## src/rtl/lpm_pkg.sv

```systemverilog
package lpm_pkg;

    // Wake source layout
    localparam int BASE_SRC   = 4;                    // timer A, F, G, IRQ0
    localparam int KBD_LINES  = 8;                    // keyboard wake lines
    localparam int EXT_SRC    = 7;                    // subsleep-only sources
    localparam int WATCH_W    = BASE_SRC + KBD_LINES; // restricted set size
    localparam int WAKE_W     = WATCH_W + EXT_SRC;    // full vector width

    // Subclock divider
    localparam int DIV_MAX    = 8;
    localparam int DIV_CNT_W  = $clog2(DIV_MAX);

    typedef enum logic [1:0] {
        M_ACTIVE = 2'd0,
        M_SUBACT = 2'd1,
        M_SUBSLP = 2'd2,
        M_WATCH  = 2'd3
    } mode_e;

    typedef struct packed {
        logic cpu_full;
        logic cpu_div;
        logic per;
        logic wtmr;
    } clk_plan_t;

    function automatic logic [WAKE_W-1:0] wake_set_for(mode_e m);
        logic [WAKE_W-1:0] s;
        s = '0;
        for (int i = 0; i < WAKE_W; i++) begin
            if (m == M_SUBSLP)
                s[i] = 1'b1;
            else if (m == M_WATCH && i < WATCH_W)
                s[i] = 1'b1;
        end
        return s;
    endfunction

    function automatic logic [DIV_CNT_W-1:0] div_last(logic [1:0] code);
        logic [DIV_CNT_W-1:0] r;
        if (code[1])
            r = DIV_CNT_W'(1);
        else if (code[0])
            r = DIV_CNT_W'(3);
        else
            r = DIV_CNT_W'(DIV_MAX - 1);
        return r;
    endfunction

    function automatic clk_plan_t clocks_for(mode_e m);
        clk_plan_t c;
        c.wtmr = 1'b1;
        unique case (m)
            M_ACTIVE: begin c.cpu_full = 1'b1; c.cpu_div = 1'b0; c.per = 1'b1; end
            M_SUBACT: begin c.cpu_full = 1'b0; c.cpu_div = 1'b1; c.per = 1'b1; end
            M_SUBSLP: begin c.cpu_full = 1'b0; c.cpu_div = 1'b0; c.per = 1'b1; end
            default:  begin c.cpu_full = 1'b0; c.cpu_div = 1'b0; c.per = 1'b0; end
        endcase
        return c;
    endfunction

endpackage

```

## src/rtl/lpm_wake_qual.sv

```systemverilog
module lpm_wake_qual
    import lpm_pkg::*;
#(
    parameter int W = WAKE_W
) (
    input  logic         clk,
    input  logic         rst_n,
    input  logic [W-1:0] wake_req,
    input  logic [W-1:0] wake_en,
    input  logic         irq_mask,
    input  logic         cfg_lson,
    input  mode_e        cur_mode,
    output logic         wake_go
);

    logic [W-1:0] req_q;
    logic [W-1:0] en_q;
    logic         mask_q;
    logic [W-1:0] elig;
    logic [W-1:0] pend;
    logic         state_ok;

    always_ff @(posedge clk) begin
        if (!rst_n) begin
            req_q  <= '0;
            en_q   <= '0;
            mask_q <= 1'b1;
        end else begin
            req_q  <= wake_req;
            en_q   <= wake_en;
            mask_q <= irq_mask;
        end
    end

    assign elig = wake_set_for(cur_mode);

    for (genvar i = 0; i < W; i++) begin : g_src
        assign pend[i] = req_q[i] & en_q[i] & elig[i];
    end

    assign state_ok = (cur_mode == M_SUBSLP) || ((cur_mode == M_WATCH) && cfg_lson);
    assign wake_go  = state_ok && !mask_q && (|pend);

endmodule

```

## src/rtl/lpm_sleep_dec.sv

```systemverilog
module lpm_sleep_dec
    import lpm_pkg::*;
(
    input  logic  sleep_req,
    input  logic  cfg_stby,
    input  logic  cfg_lson,
    input  logic  cfg_tmsrc,
    input  mode_e cur_mode,
    output logic  go,
    output mode_e target,
    output logic  illegal
);

    logic active_req;
    logic to_watch;
    logic to_subslp;

    always_comb begin
        active_req = sleep_req && (cur_mode == M_SUBACT);
        to_watch   = cfg_stby && cfg_tmsrc;
        to_subslp  = !cfg_stby && cfg_lson && cfg_tmsrc;
        go         = active_req && (to_watch || to_subslp);
        illegal    = active_req && !(to_watch || to_subslp);
        target     = to_watch ? M_WATCH : M_SUBSLP;
    end

endmodule

```

## src/rtl/lpm_subclk_div.sv

```systemverilog
module lpm_subclk_div
    import lpm_pkg::*;
#(
    parameter int CNT_W = DIV_CNT_W
) (
    input  logic       clk,
    input  logic       rst_n,
    input  logic       run,
    input  logic       restart,
    input  logic       latch_en,
    input  logic [1:0] cfg_div,
    output logic [1:0] div_sel,
    output logic       tick
);

    logic [CNT_W-1:0] cnt;
    logic [CNT_W-1:0] last;

    assign last = div_last(div_sel);
    assign tick = run && (cnt >= last);

    always_ff @(posedge clk) begin
        if (!rst_n) begin
            div_sel <= 2'b00;
        end else if (latch_en) begin
            div_sel <= cfg_div;
        end
    end

    always_ff @(posedge clk) begin
        if (!rst_n || restart || !run || tick) begin
            cnt <= '0;
        end else begin
            cnt <= cnt + CNT_W'(1);
        end
    end

endmodule

```

## src/rtl/lpm_seq.sv

```systemverilog
module lpm_seq
    import lpm_pkg::*;
#(
    parameter int NSRC = WAKE_W
) (
    input  logic            clk,
    input  logic            rst_pin_n,
    input  logic            sleep_req,
    input  logic            cfg_stby,
    input  logic            cfg_lson,
    input  logic            cfg_tmsrc,
    input  logic [1:0]      cfg_div,
    input  logic [NSRC-1:0] wake_req,
    input  logic [NSRC-1:0] wake_en,
    input  logic            irq_mask,
    input  logic            tst_load,
    input  logic [1:0]      tst_mode,
    output logic [1:0]      mode,
    output logic            cpu_clk_en,
    output logic            per_clk_en,
    output logic            wtmr_clk_en,
    output logic [1:0]      div_sel,
    output logic            illegal_sleep
);

    mode_e     state;
    mode_e     nxt;
    mode_e     dec_target;
    logic      dec_go;
    logic      dec_illegal;
    logic      wake_go;
    logic      div_tick;
    logic      div_run;
    logic      div_latch;
    clk_plan_t plan;

    lpm_wake_qual #(.W(NSRC)) u_wake (
        .clk      (clk),
        .rst_n    (rst_pin_n),
        .wake_req (wake_req),
        .wake_en  (wake_en),
        .irq_mask (irq_mask),
        .cfg_lson (cfg_lson),
        .cur_mode (state),
        .wake_go  (wake_go)
    );

    lpm_sleep_dec u_dec (
        .sleep_req (sleep_req),
        .cfg_stby  (cfg_stby),
        .cfg_lson  (cfg_lson),
        .cfg_tmsrc (cfg_tmsrc),
        .cur_mode  (state),
        .go        (dec_go),
        .target    (dec_target),
        .illegal   (dec_illegal)
    );

    assign div_run   = (state == M_SUBACT);
    assign div_latch = (state == M_SUBACT) || (state == M_ACTIVE);

    lpm_subclk_div u_div (
        .clk      (clk),
        .rst_n    (rst_pin_n),
        .run      (div_run),
        .restart  (tst_load),
        .latch_en (div_latch),
        .cfg_div  (cfg_div),
        .div_sel  (div_sel),
        .tick     (div_tick)
    );

    always_comb begin
        nxt = state;
        if (state == M_SUBACT && dec_go)
            nxt = dec_target;
        else if ((state == M_SUBSLP || state == M_WATCH) && wake_go)
            nxt = M_SUBACT;
    end

    always_ff @(posedge clk) begin
        if (!rst_pin_n) begin
            state         <= M_ACTIVE;
            illegal_sleep <= 1'b0;
        end else if (tst_load) begin
            state         <= mode_e'(tst_mode);
            illegal_sleep <= 1'b0;
        end else begin
            state         <= nxt;
            illegal_sleep <= dec_illegal;
        end
    end

    assign plan        = clocks_for(state);
    assign mode        = state;
    assign cpu_clk_en  = plan.cpu_full | (plan.cpu_div & div_tick);
    assign per_clk_en  = plan.per;
    assign wtmr_clk_en = plan.wtmr;

endmodule

```

## config.mk

```make
export PLATFORM = sky130hd
export DESIGN_NAME = lpm_seq
export DESIGN_NICKNAME = d
export VERILOG_FILES = /design/src/rtl/lpm_pkg.sv /design/src/rtl/lpm_wake_qual.sv /design/src/rtl/lpm_sleep_dec.sv /design/src/rtl/lpm_subclk_div.sv /design/src/rtl/lpm_seq.sv
export SDC_FILE = /design/constraint.sdc
export NUM_CORES = 1
export LEC_CHECK = 0
export BUFFER_PORTS_ARGS = -buffer_cell sky130_fd_sc_hd__buf_2
export CORE_ASPECT_RATIO = 0.7
export CORE_MARGIN = 2
export CORE_UTILIZATION = 40
export CTS_CLUSTER_DIAMETER = 80
export DETAILED_ROUTE_END_ITERATION = 8
export GPL_ROUTABILITY_DRIVEN = 0
export PLACE_DENSITY = 0.76
export SLEW_MARGIN = 20
export SYNTH_ARGS = -nofsm -noshare
export SYNTH_HDL_FRONTEND = slang
export SYNTH_HIERARCHICAL = 1
export SYNTH_SLANG_ARGS = --single-unit
```

## constraint.sdc

```tcl
create_clock -name clk -period 1.9 [get_ports clk]
set_input_delay 0.095 -clock clk [delete_from_list [all_inputs] [get_ports clk]]
set_output_delay 0.095 -clock clk [all_outputs]
set_load 0.02 [all_outputs]
```

; Word-level counts from Yosys, hierarchy flattened
; Index checks and enable logic that the tools add are counted.
[totals]
memories = 0
input_bits = 50
ram_bits = 0
regBits = 47
elab_cells = 91
latchBits = 0
mem_bits_ro = 0
output_inout_bits = 8
[classes]
n_reduce_logical = 28
shift = 0
div = 0
n_bitwise = 41
magnitude_cmp = 1
mux = 10
add_sub_neg = 1
n_eq_ne = 3
mul = 0
[op_table]
columns = op, count
row1 = 1-bit bitwise AND, 39
row2 = 19-bit OR reduction, 1
row3 = 1-bit logical AND, 12
row4 = 3-bit case mux with 3 select lines, 1
row5 = 1-bit logical OR, 7
row6 = 2-bit 2-to-1 mux, 3
row7 = 3-bit 2-to-1 mux, 2
row8 = 1-bit zero test, 5
row9 = 2-bit equality test (second input constant), 2
row10 = 1-bit 2-to-1 mux, 4
row11 = 3-bit by 1-bit adder with 3-bit output (second input constant), 1
row12 = 3-bit >= comparator, 1
row13 = 3-bit nonzero test, 1
row14 = 2-bit by 1-bit equality test with 1-bit output (second input constant), 1
row15 = 2-bit zero test, 1
row16 = 2-bit OR reduction, 1
row17 = 1-bit NOT, 1
row18 = 1-bit bitwise OR, 1

; Logic depth before layout (Yosys ltp)
; Gate-level depths: netlist of the first run.
[logic_depth]
depth_word = 10
mapped_depth = 7

; By module
; Netlist of the first run, hierarchy kept.
[by_module_without_submodules]
columns = mod, seq_area_each_um2, area_per_inst_um2, cells_each, instances
row1 = lpm_wake_qual, 780.7, 1157.4, 97, 1
row2 = lpm_subclk_div, 100.1, 236.5, 22, 1
row3 = lpm_seq, 60.1, 155.1, 20, 1
row4 = lpm_sleep_dec, 0.0, 48.8, 8, 1

; Least setup slack after synthesis of the first run
; Ideal clock, no wire load.
[synth_timing]
path_kind = register to output
from = register u_div.div_sel[0]
to = output cpu_clk_en
n_path_buf = 0
slack_ns = 0.297
arrival_time_ns = 1.508
path_stages_with_launch = 7
required_ns = 1.805
cell_sequence = dfxtp_1 > or2_2 > ha_1 > a21oi_2 > nor2b_1 > inv_1 > a21oi_1
[synth_between]
elab_chain_len = 6
[synth_lines]
columns = element, line
row1 = from (decl), lpm_subclk_div.sv:12  ; output logic [1:0] div_sel,
row2 = from (signal assigned), lpm_subclk_div.sv:26  ; div_sel <= cfg_div;
row3 = 3-bit 2-to-1 mux, lpm_pkg.sv:44  ; else if (code[0])
row4 = 3-bit 2-to-1 mux, lpm_pkg.sv:42  ; if (code[1])
row5 = 3-bit >= comparator, lpm_subclk_div.sv:20  ; assign tick = run && (cnt >= last);
row6 = 1-bit logical AND, lpm_subclk_div.sv:20
row7 = named net div_tick, lpm_seq.sv:32  ; logic div_tick;
row8 = 1-bit bitwise AND, lpm_seq.sv:96  ; assign cpu_clk_en = plan.cpu_full | (plan.cpu_div & div_tick);
row9 = 1-bit bitwise OR, lpm_seq.sv:96
row10 = to (decl), lpm_seq.sv:19  ; output logic cpu_clk_en,
; The timed path passes the listed nets, and every way through them passes these cells.

; Worst setup path after layout of the first run
[layout_timing]
from = register u_div.div_sel[1]
to = output cpu_clk_en
[layout_between]
elab_chain_len = 5
[layout_lines]
columns = element, line
row1 = 3-bit 2-to-1 mux, lpm_pkg.sv:42
row2 = 3-bit >= comparator, lpm_subclk_div.sv:20
row3 = 1-bit logical AND, lpm_subclk_div.sv:20
row4 = named net div_tick, lpm_seq.sv:32
row5 = 1-bit bitwise AND, lpm_seq.sv:96
row6 = 1-bit bitwise OR, lpm_seq.sv:96
; The timed path passes the listed nets, and every way through them passes these cells.

==> impl_metrics.yaml, run 1 <==
timing:
  final-setup-viol-count: 0
  fin_crit_sh_pct: 95.4
  finalMaxSlewViolations: 0
  fmax_mhz: 552
  fin_hold_ws_ns: 0.00442
  worst_slack_ns: 0.0878
  rsz0062_at_grt: "no"
  min_period_ns: 1.81
  clock-skew-final_ns: 0.00453
  max_slew_margin_pct: 64.6
  final.setup.tns_ns: 0
  worst_pin_slew_ns: 0.530
  finalHoldViolations: 0
global_routing:
  grtUsageTotal_pct: 14.0
  grt_overflow: 0
  grt_max_degree: 46
  grt_pass1_vias: 1190
  grt_pass1_wl_um: 4740
  antenna_found_initial: 0
setup_path:
  path_cells: "or2_2, ha_1, a21oi_2, nor2b_1, inv_1, a21oi_1, buf_2"
  max_stage_delay_ns: 0.34
  startpoint_type: "register"
  setup.worst_path.start: "u_div/div_sel[1]"
  crit_fanout: 4
  critical_path_class: "reg2out"
  critPathCaptureType: "output port"
  cp.arrival_ns: 1.72
  crit_path_top_delay_cell: "dfxtp_1"
  cp.required_ns: 1.80
  worstReg2RegStart: "u_wake/req_q[13]"
cells_and_area:
  fin_area_um2: 2100
  drive_gt1_share_pct: 32.2
  fin_nets: 266
  diodes: 0
  final_common_cell: "buf_2"
  syn2layout_area_growth_pct: 31.7
  final_cell_mix: "56 x buf_2, 47 x dfxtp_1, 38 x and2_1, 9 x dlygate4sd3_1, 6 x clkbuf_8"
  stdcell_count: 266
placed_design:
  io_buffers: 56
  dp_hpwl_um: 2070
  dpl.cell_count: 248
  postPlaceCellArea_um2: 1910
  place_ws_ns: 0.136
die:
  die-area_um2: 4520
  core_um2: 3870
  initial_utilization_pct: 41.2
  ios: 58
  placementRows: 19
  die_h_um: 56.9
  dieWidth_um: 79.5
synthesis:
  synth_nets: 200
  synthMuxAreaShare_pct: 1.25
  netlist_instances: 147
  synth_warnings: 6
  synth_compound_area_share_pct: 9.71
  synth_xor_area_share_pct: 0.548
  synth_top_family_by_area: "simple AND/OR/NAND/NOR gates"
  synth_edf_count: 0
  ys_ff_latch: 47
  syn_avg_cell_area_um2: 10.9
  synth_area_um2: 1600
  yosysSeqAreaShare_pct: 58.9
  ys_types: 35
  synth-main-ff-cell: "dfxtp_1"
  synth-simple-area-share_pct: 23.3
  synthAdderAreaFrac_pct: 2.35
  async_reset_ff_share_pct: 0
route:
  ant_nets: 0
  via_per_inst: 4.38
  avgRoutedWirePerCell_um: 10.4
  drtPass1Iterations: 6
  vias: 1166
  drt_wl_total_um: 2770
  drt_first_iter_violations: 65
  drc_errors: 0
hold_path:
  hold_class: "in2reg"
  hp-start: "wake_req[1]"
clocking:
  cts_tree: "yes"
  clk_path_buf_depth: 2
  root_buffer: "clkbuf_8"
  htreeDepth: 2
  clock_latency_ns: 0.29
  clkTransAtPathRegs_ns: 0.08
  cts_sinks: 47
  numCtsBuffers: 5
outcome:
  outcome: "completed"
power:
  p_leak_nw: 1.01
  p_sw_share_pct: 21.8
  power_switching_mw: 0.400
  pwr-share-seq_pct: 57.6
  clkPwrFrac_pct: 33.0
  pwr_density_cell_nw_per_um2: 871
  peakVddDrop_uv: 433
  combPwrFrac_pct: 9.3
  internal_power_mw: 1.43
job:
  max_cap_viol_count: 0
[registers in the layout, indices dropped and copies added, names as in the netlist]
register,flops
u_div/div_sel,2
illegal_sleep,1
u_wake/en_q,19
mode,2
u_wake/mask_q,1
u_wake/req_q,19
u_div/cnt,3
[worst max-delay path: cells and delay by family, from the launching register on]
kind | cells | cell delay [ns]
and+or+nand+nor | 2 | 0.38
buffers and inverters | 2 | 0.21
adders and majority gates | 1 | 0.29
AOI/OAI and AO/OA | 2 | 0.19
DFF | 1 | 0.34
[worst paths after layout]
path	to	slack, ns	cells after the start
setup / recovery	cpu_clk_en	0.09	7
hold / removal	u_wake/req_q[1]	0.004	2
setup reg to reg	mode[0]	0.14	7
hold reg to reg	u_div/div_sel[0]	0.54	2
[through the flow]
step	power (mW)	utilization, %
after floorplan	1.17	-
after global placement	1.23	49.2
after detailed placement	1.24	49.2
after CTS	1.85	54.0
after global routing	1.92	54.3
final	1.83	54.3
[cells by family after synthesis]
| kind of cell | count (synthesis) |
|---|---|
| simple gates | 60 |
| xor+xnor | 1 |
| buf+inv | 12 |
| mux | 2 |
| flops | 47 |
| other cells | 2 |
| compound gates | 20 |
| fa+ha+maj | 3 |
[power groups by stage]
stage                     logic [mW]  registers, mW  clock network [mW]
final                          0.171           1.06               0.606
after global routing           0.194           1.06               0.663
after CTS                      0.173           1.06               0.620
after detailed placement       0.159           1.08                   0
after global placement         0.156           1.08                   0
after floorplan               0.0841           1.08                   0
[layer usage]
metal	track usage, %	part of all wire [%]	vias up
li1	-	-	615
met5	0	0	-
met3	3.86	5.6	5
met1	15.1	45	517
met2	24.6	48	29
met4	7.39	1.8	0
[cell type report]
type,count,area (µm²)
Fill cell,339,1770
Sequential cell,47,941
Multi-Input combinational cell,88,607
Timing Repair Buffer,66,378
Clock buffer,7,86.3
Tap cell,52,65.1
Inverter,5,18.8
Clock inverter,1,8.76
[cell usage after synthesis (2+ instances only)]
| library cell | instances | share of area [%] |
|---|---|---|
| ha_1 | 3 | 2.3 |
| and2_1 | 38 | 15 |
| nor2_1 | 3 | 0.70 |
| conb_1 | 2 | 0.47 |
| dfxtp_1 | 47 | 59 |
| mux2i_1 | 2 | 1.3 |
| nor2b_1 | 4 | 1.6 |
| inv_1 | 5 | 1.2 |
| a21oi_1 | 2 | 0.63 |
| nand3_1 | 2 | 0.63 |
| buf_4 | 3 | 1.4 |
| a22oi_1 | 2 | 0.94 |
| nand2b_1 | 2 | 0.78 |
| clkbuf_1 | 4 | 0.94 |
| a221oi_1 | 3 | 1.6 |
| a22o_1 | 3 | 1.6 |
| nand2_1 | 2 | 0.47 |
| and3_1 | 3 | 1.2 |
[timing repair]
action | in CTS | in global routing
hold endpoints to repair | 9 | 0
hold buffers | 9 | 0
setup buffers | 0 | 1
resized for setup | 0 | 1
endpoints found under the setup margin | 0 | 2
(Power assumes the default switching activity.)
==> run 2, diff against run 1 <==
--- a/config.mk
+++ b/config.mk
@@ -5,6 +5,7 @@
 export SDC_FILE = /design/constraint.sdc
 export NUM_CORES = 1
 export LEC_CHECK = 0
+export ABC_AREA = 1
 export BUFFER_PORTS_ARGS = -buffer_cell sky130_fd_sc_hd__buf_2
 export CORE_ASPECT_RATIO = 0.7
 export CORE_MARGIN = 2
@@ -12,7 +13,8 @@
 export CTS_CLUSTER_DIAMETER = 80
 export DETAILED_ROUTE_END_ITERATION = 8
 export GPL_ROUTABILITY_DRIVEN = 0
-export PLACE_DENSITY = 0.76
+export PLACE_DENSITY = 0.75
+export REMOVE_ABC_BUFFERS = 1
 export SLEW_MARGIN = 20
 export SYNTH_ARGS = -nofsm -noshare
 export SYNTH_HDL_FRONTEND = slang
==> run 2 against run 1 <==
Against the previous run: routed wire length grew 31%; clock skew grew 0.0010 ns; die area grew 9.0%; count of clock-buffer cells in the layout is the same; global-route usage grew 1.8 points; flip-flop and latch count is the same; first-iteration DRC count grew 29%; critical path type unchanged.
==> impl_metrics.yaml, run 2 <==
outcome:
  outcome: "completed"
cells_and_area:
  nFillCells: 379
  drive_gt1_share_pct: 22.9
  top_regs: "u_wake/en_q x19, u_wake/req_q x19, u_div/cnt x3"
  final_common_cell: "nand2_1"
  fin_nets: 379
  diodes: 0
  stdcell_count: 382
  syn2layout_area_growth_pct: 45.9
  final_cell_mix: "81 x nand2_1, 56 x buf_2, 50 x inv_1, 45 x dfxtp_1, 38 x dlygate4sd3_1"
synthesis:
  synth_top_area_share_pct: 53.8
  synth_warnings: 6
  ys_top_cells_by_count: "81 x nand2_1, 50 x inv_1, 47 x dfxtp_1"
  syn_avg_cell_area_um2: 7.58
  synth_area_leaders: "dfxtp_1 54%, nand2_1 17%, inv_1 11%"
  netlist_instances: 231
  yosys.area.top_type: "dfxtp_1"
  synth-main-ff-cell: "dfxtp_1"
  yosysMostFrequentCell: "nand2_1"
  ys_ff_latch: 47
  synth_area_um2: 1750
  synth_edf_count: 0
  ys_types: 25
  yosysSeqAreaShare_pct: 53.8
  async_reset_ff_share_pct: 0
setup_path:
  cp.required_ns: 1.80
  path_cells: "or2_4, ha_4, nand3_2, a21boi_1, nand2_1, o21ai_0, buf_2"
  cp_top_family: "simple AND/OR/NAND/NOR gates"
  max_stage_delay_ns: 0.33
  startpoint_type: "register"
  crit_path_top_delay_cell: "dfxtp_2"
  critical_path_class: "reg2out"
  cp.arrival_ns: 1.69
  critPathBufInv: 1
  critPathCaptureType: "output port"
  r2r_slack_ns: 0.62
  crit_fanout: 3
power:
  pwr_density_cell_nw_per_um2: 747
  p_leak_nw: 1.48
  peakVddDrop_uv: 362
clocking:
  root_buffer: "clkbuf_8"
  clk_path_buf_depth: 2
  cts_tree: "yes"
  htreeDepth: 2
  cts_sinks: 47
  numCtsBuffers: 5
  post_cts_buffers: 0
  clock_latency_ns: 0.29
  clkTransAtPathRegs_ns: 0.08
die:
  placementRows: 20
  die_h_um: 59.3
  dieWidth_um: 83.1
  die-area_um2: 4930
  core_um2: 4280
  ios: 58
  initial_utilization_pct: 40.9
placed_design:
  io_buffers: 56
  dpl.cell_count: 336
  place_ws_ns: 0.294
  dp_hpwl_um: 2220
timing:
  clock-skew-final_ns: 0.00556
  final-setup-viol-count: 0
  worst_slack_ns: 0.117
  finalHoldViolations: 0
  finalMaxSlewViolations: 0
  fmax_mhz: 561
  min_period_ns: 1.78
  fin_crit_sh_pct: 93.9
global_routing:
  grt_pass1_vias: 1478
  antenna_found_initial: 0
  grt_max_degree: 29
  grt_overflow: 0
  grtUsageTotal_pct: 15.8
  grt_pass1_wl_um: 6090
route:
  via_per_inst: 3.96
  drt_first_iter_violations: 84
  vias: 1512
  drtPass1Iterations: 5
  drt_wl_total_um: 3620
  drc_errors: 0
  ant_nets: 0
  avgRoutedWirePerCell_um: 9.46
job:
  max_cap_viol_count: 0
hold_path:
  hold_class: "in2reg"
==> run 2: cell count changes in the layout (fill, tap and decap cells not counted), moves of 3 or more <==
cell / delta
a22o_1: -3
and2_1: -38
and3_1: -3
dlygate4sd3_1: +29
inv_1: +45
nand2_1: +79
nand3_2: +3
nor2_1: +14
nor2b_1: -3
o21ai_0: +4
==> run 2: logic make-up after synthesis <==
logic type	share of synthesized area [%]
AND/OR/NAND/NOR	24.8
XOR/XNOR	0.500
buffers and inverters	13.9
other	0.429
flip-flops	53.8
AO/OA/AOI/OAI	4.50
adder cells (fa/ha/maj)	2.14
==> run 2: where the power goes <==
| group | switching (mW) | internal, mW | leakage, nW |
|---|---|---|---|
| clock | 0.305 | 0.298 | 0.0484 |
| sequential | 0.0192 | 1.04 | 0.391 |
| combinational | 0.113 | 0.136 | 1.04 |
| total | 0.438 | 1.47 | 1.48 |
==> run 2: metal layers <==
metal	GRT usage (%)	up-vias	wire, µm	share of wire (%)
met5	0	-	0	0
met4	4.92	0	36	1.0
met3	4.60	4	135	3.7
met2	28.9	32	1800	50
met1	18.2	633	1640	45
li1	-	843	-	-
==> run 2: worst min-delay path, stage by stage <==
cell    delay [ns]
buf_2         0.07
nor2_1        0.03
nor2_1        0.08
==> run 2: path summary, 6_finish.rpt <==
check                        start                to  depth (start not counted)
hold / removal          cfg_div[0]  u_div/div_sel[0]                          3
setup / recovery  u_div/div_sel[0]        cpu_clk_en                          7
setup reg to reg           mode[0]           mode[1]                          6
hold reg to reg       u_div/cnt[0]      u_div/cnt[0]                          1
==> run 2: cell type report <==
| type | count | area, µm² | share of cell area [%] |
|---|---|---|---|
| clock inverters | 1 | 8.76 | 0.343 |
| inverters | 51 | 191 | 7.50 |
| repair buffers | 95 | 668 | 26.2 |
| clock buffers | 7 | 86.3 | 3.38 |
| multi-input cells | 126 | 587 | 23.0 |
| well taps | 55 | 68.8 | 2.69 |
| flip-flops and latches | 47 | 943 | 36.9 |
==> run 2: per-stage QoR <==
step	power [mW]	setup TNS [ns]	hold slack [ns]	area, µm²	util [%]
after floorplan	1.16	0	0.164	1700	-
after detailed placement	1.26	0	0.268	2060	48.0
final	1.91	0	0.0254	2550	59.7
after global placement	1.25	0	0.273	2060	48.0
after CTS	1.94	0	0.00914	2540	59.4
after global routing	2.01	-0.00359	0.0358	2550	59.7
==> run 2: repair_timing <==
action                                  4_1_cts  5_1_grt
gates cloned                                  0        0
endpoints found under the setup margin        1        1
hold buffers                                 38        0
gates resized for setup                       1        4
hold endpoints to repair                     38        0
pin swaps                                     0        2
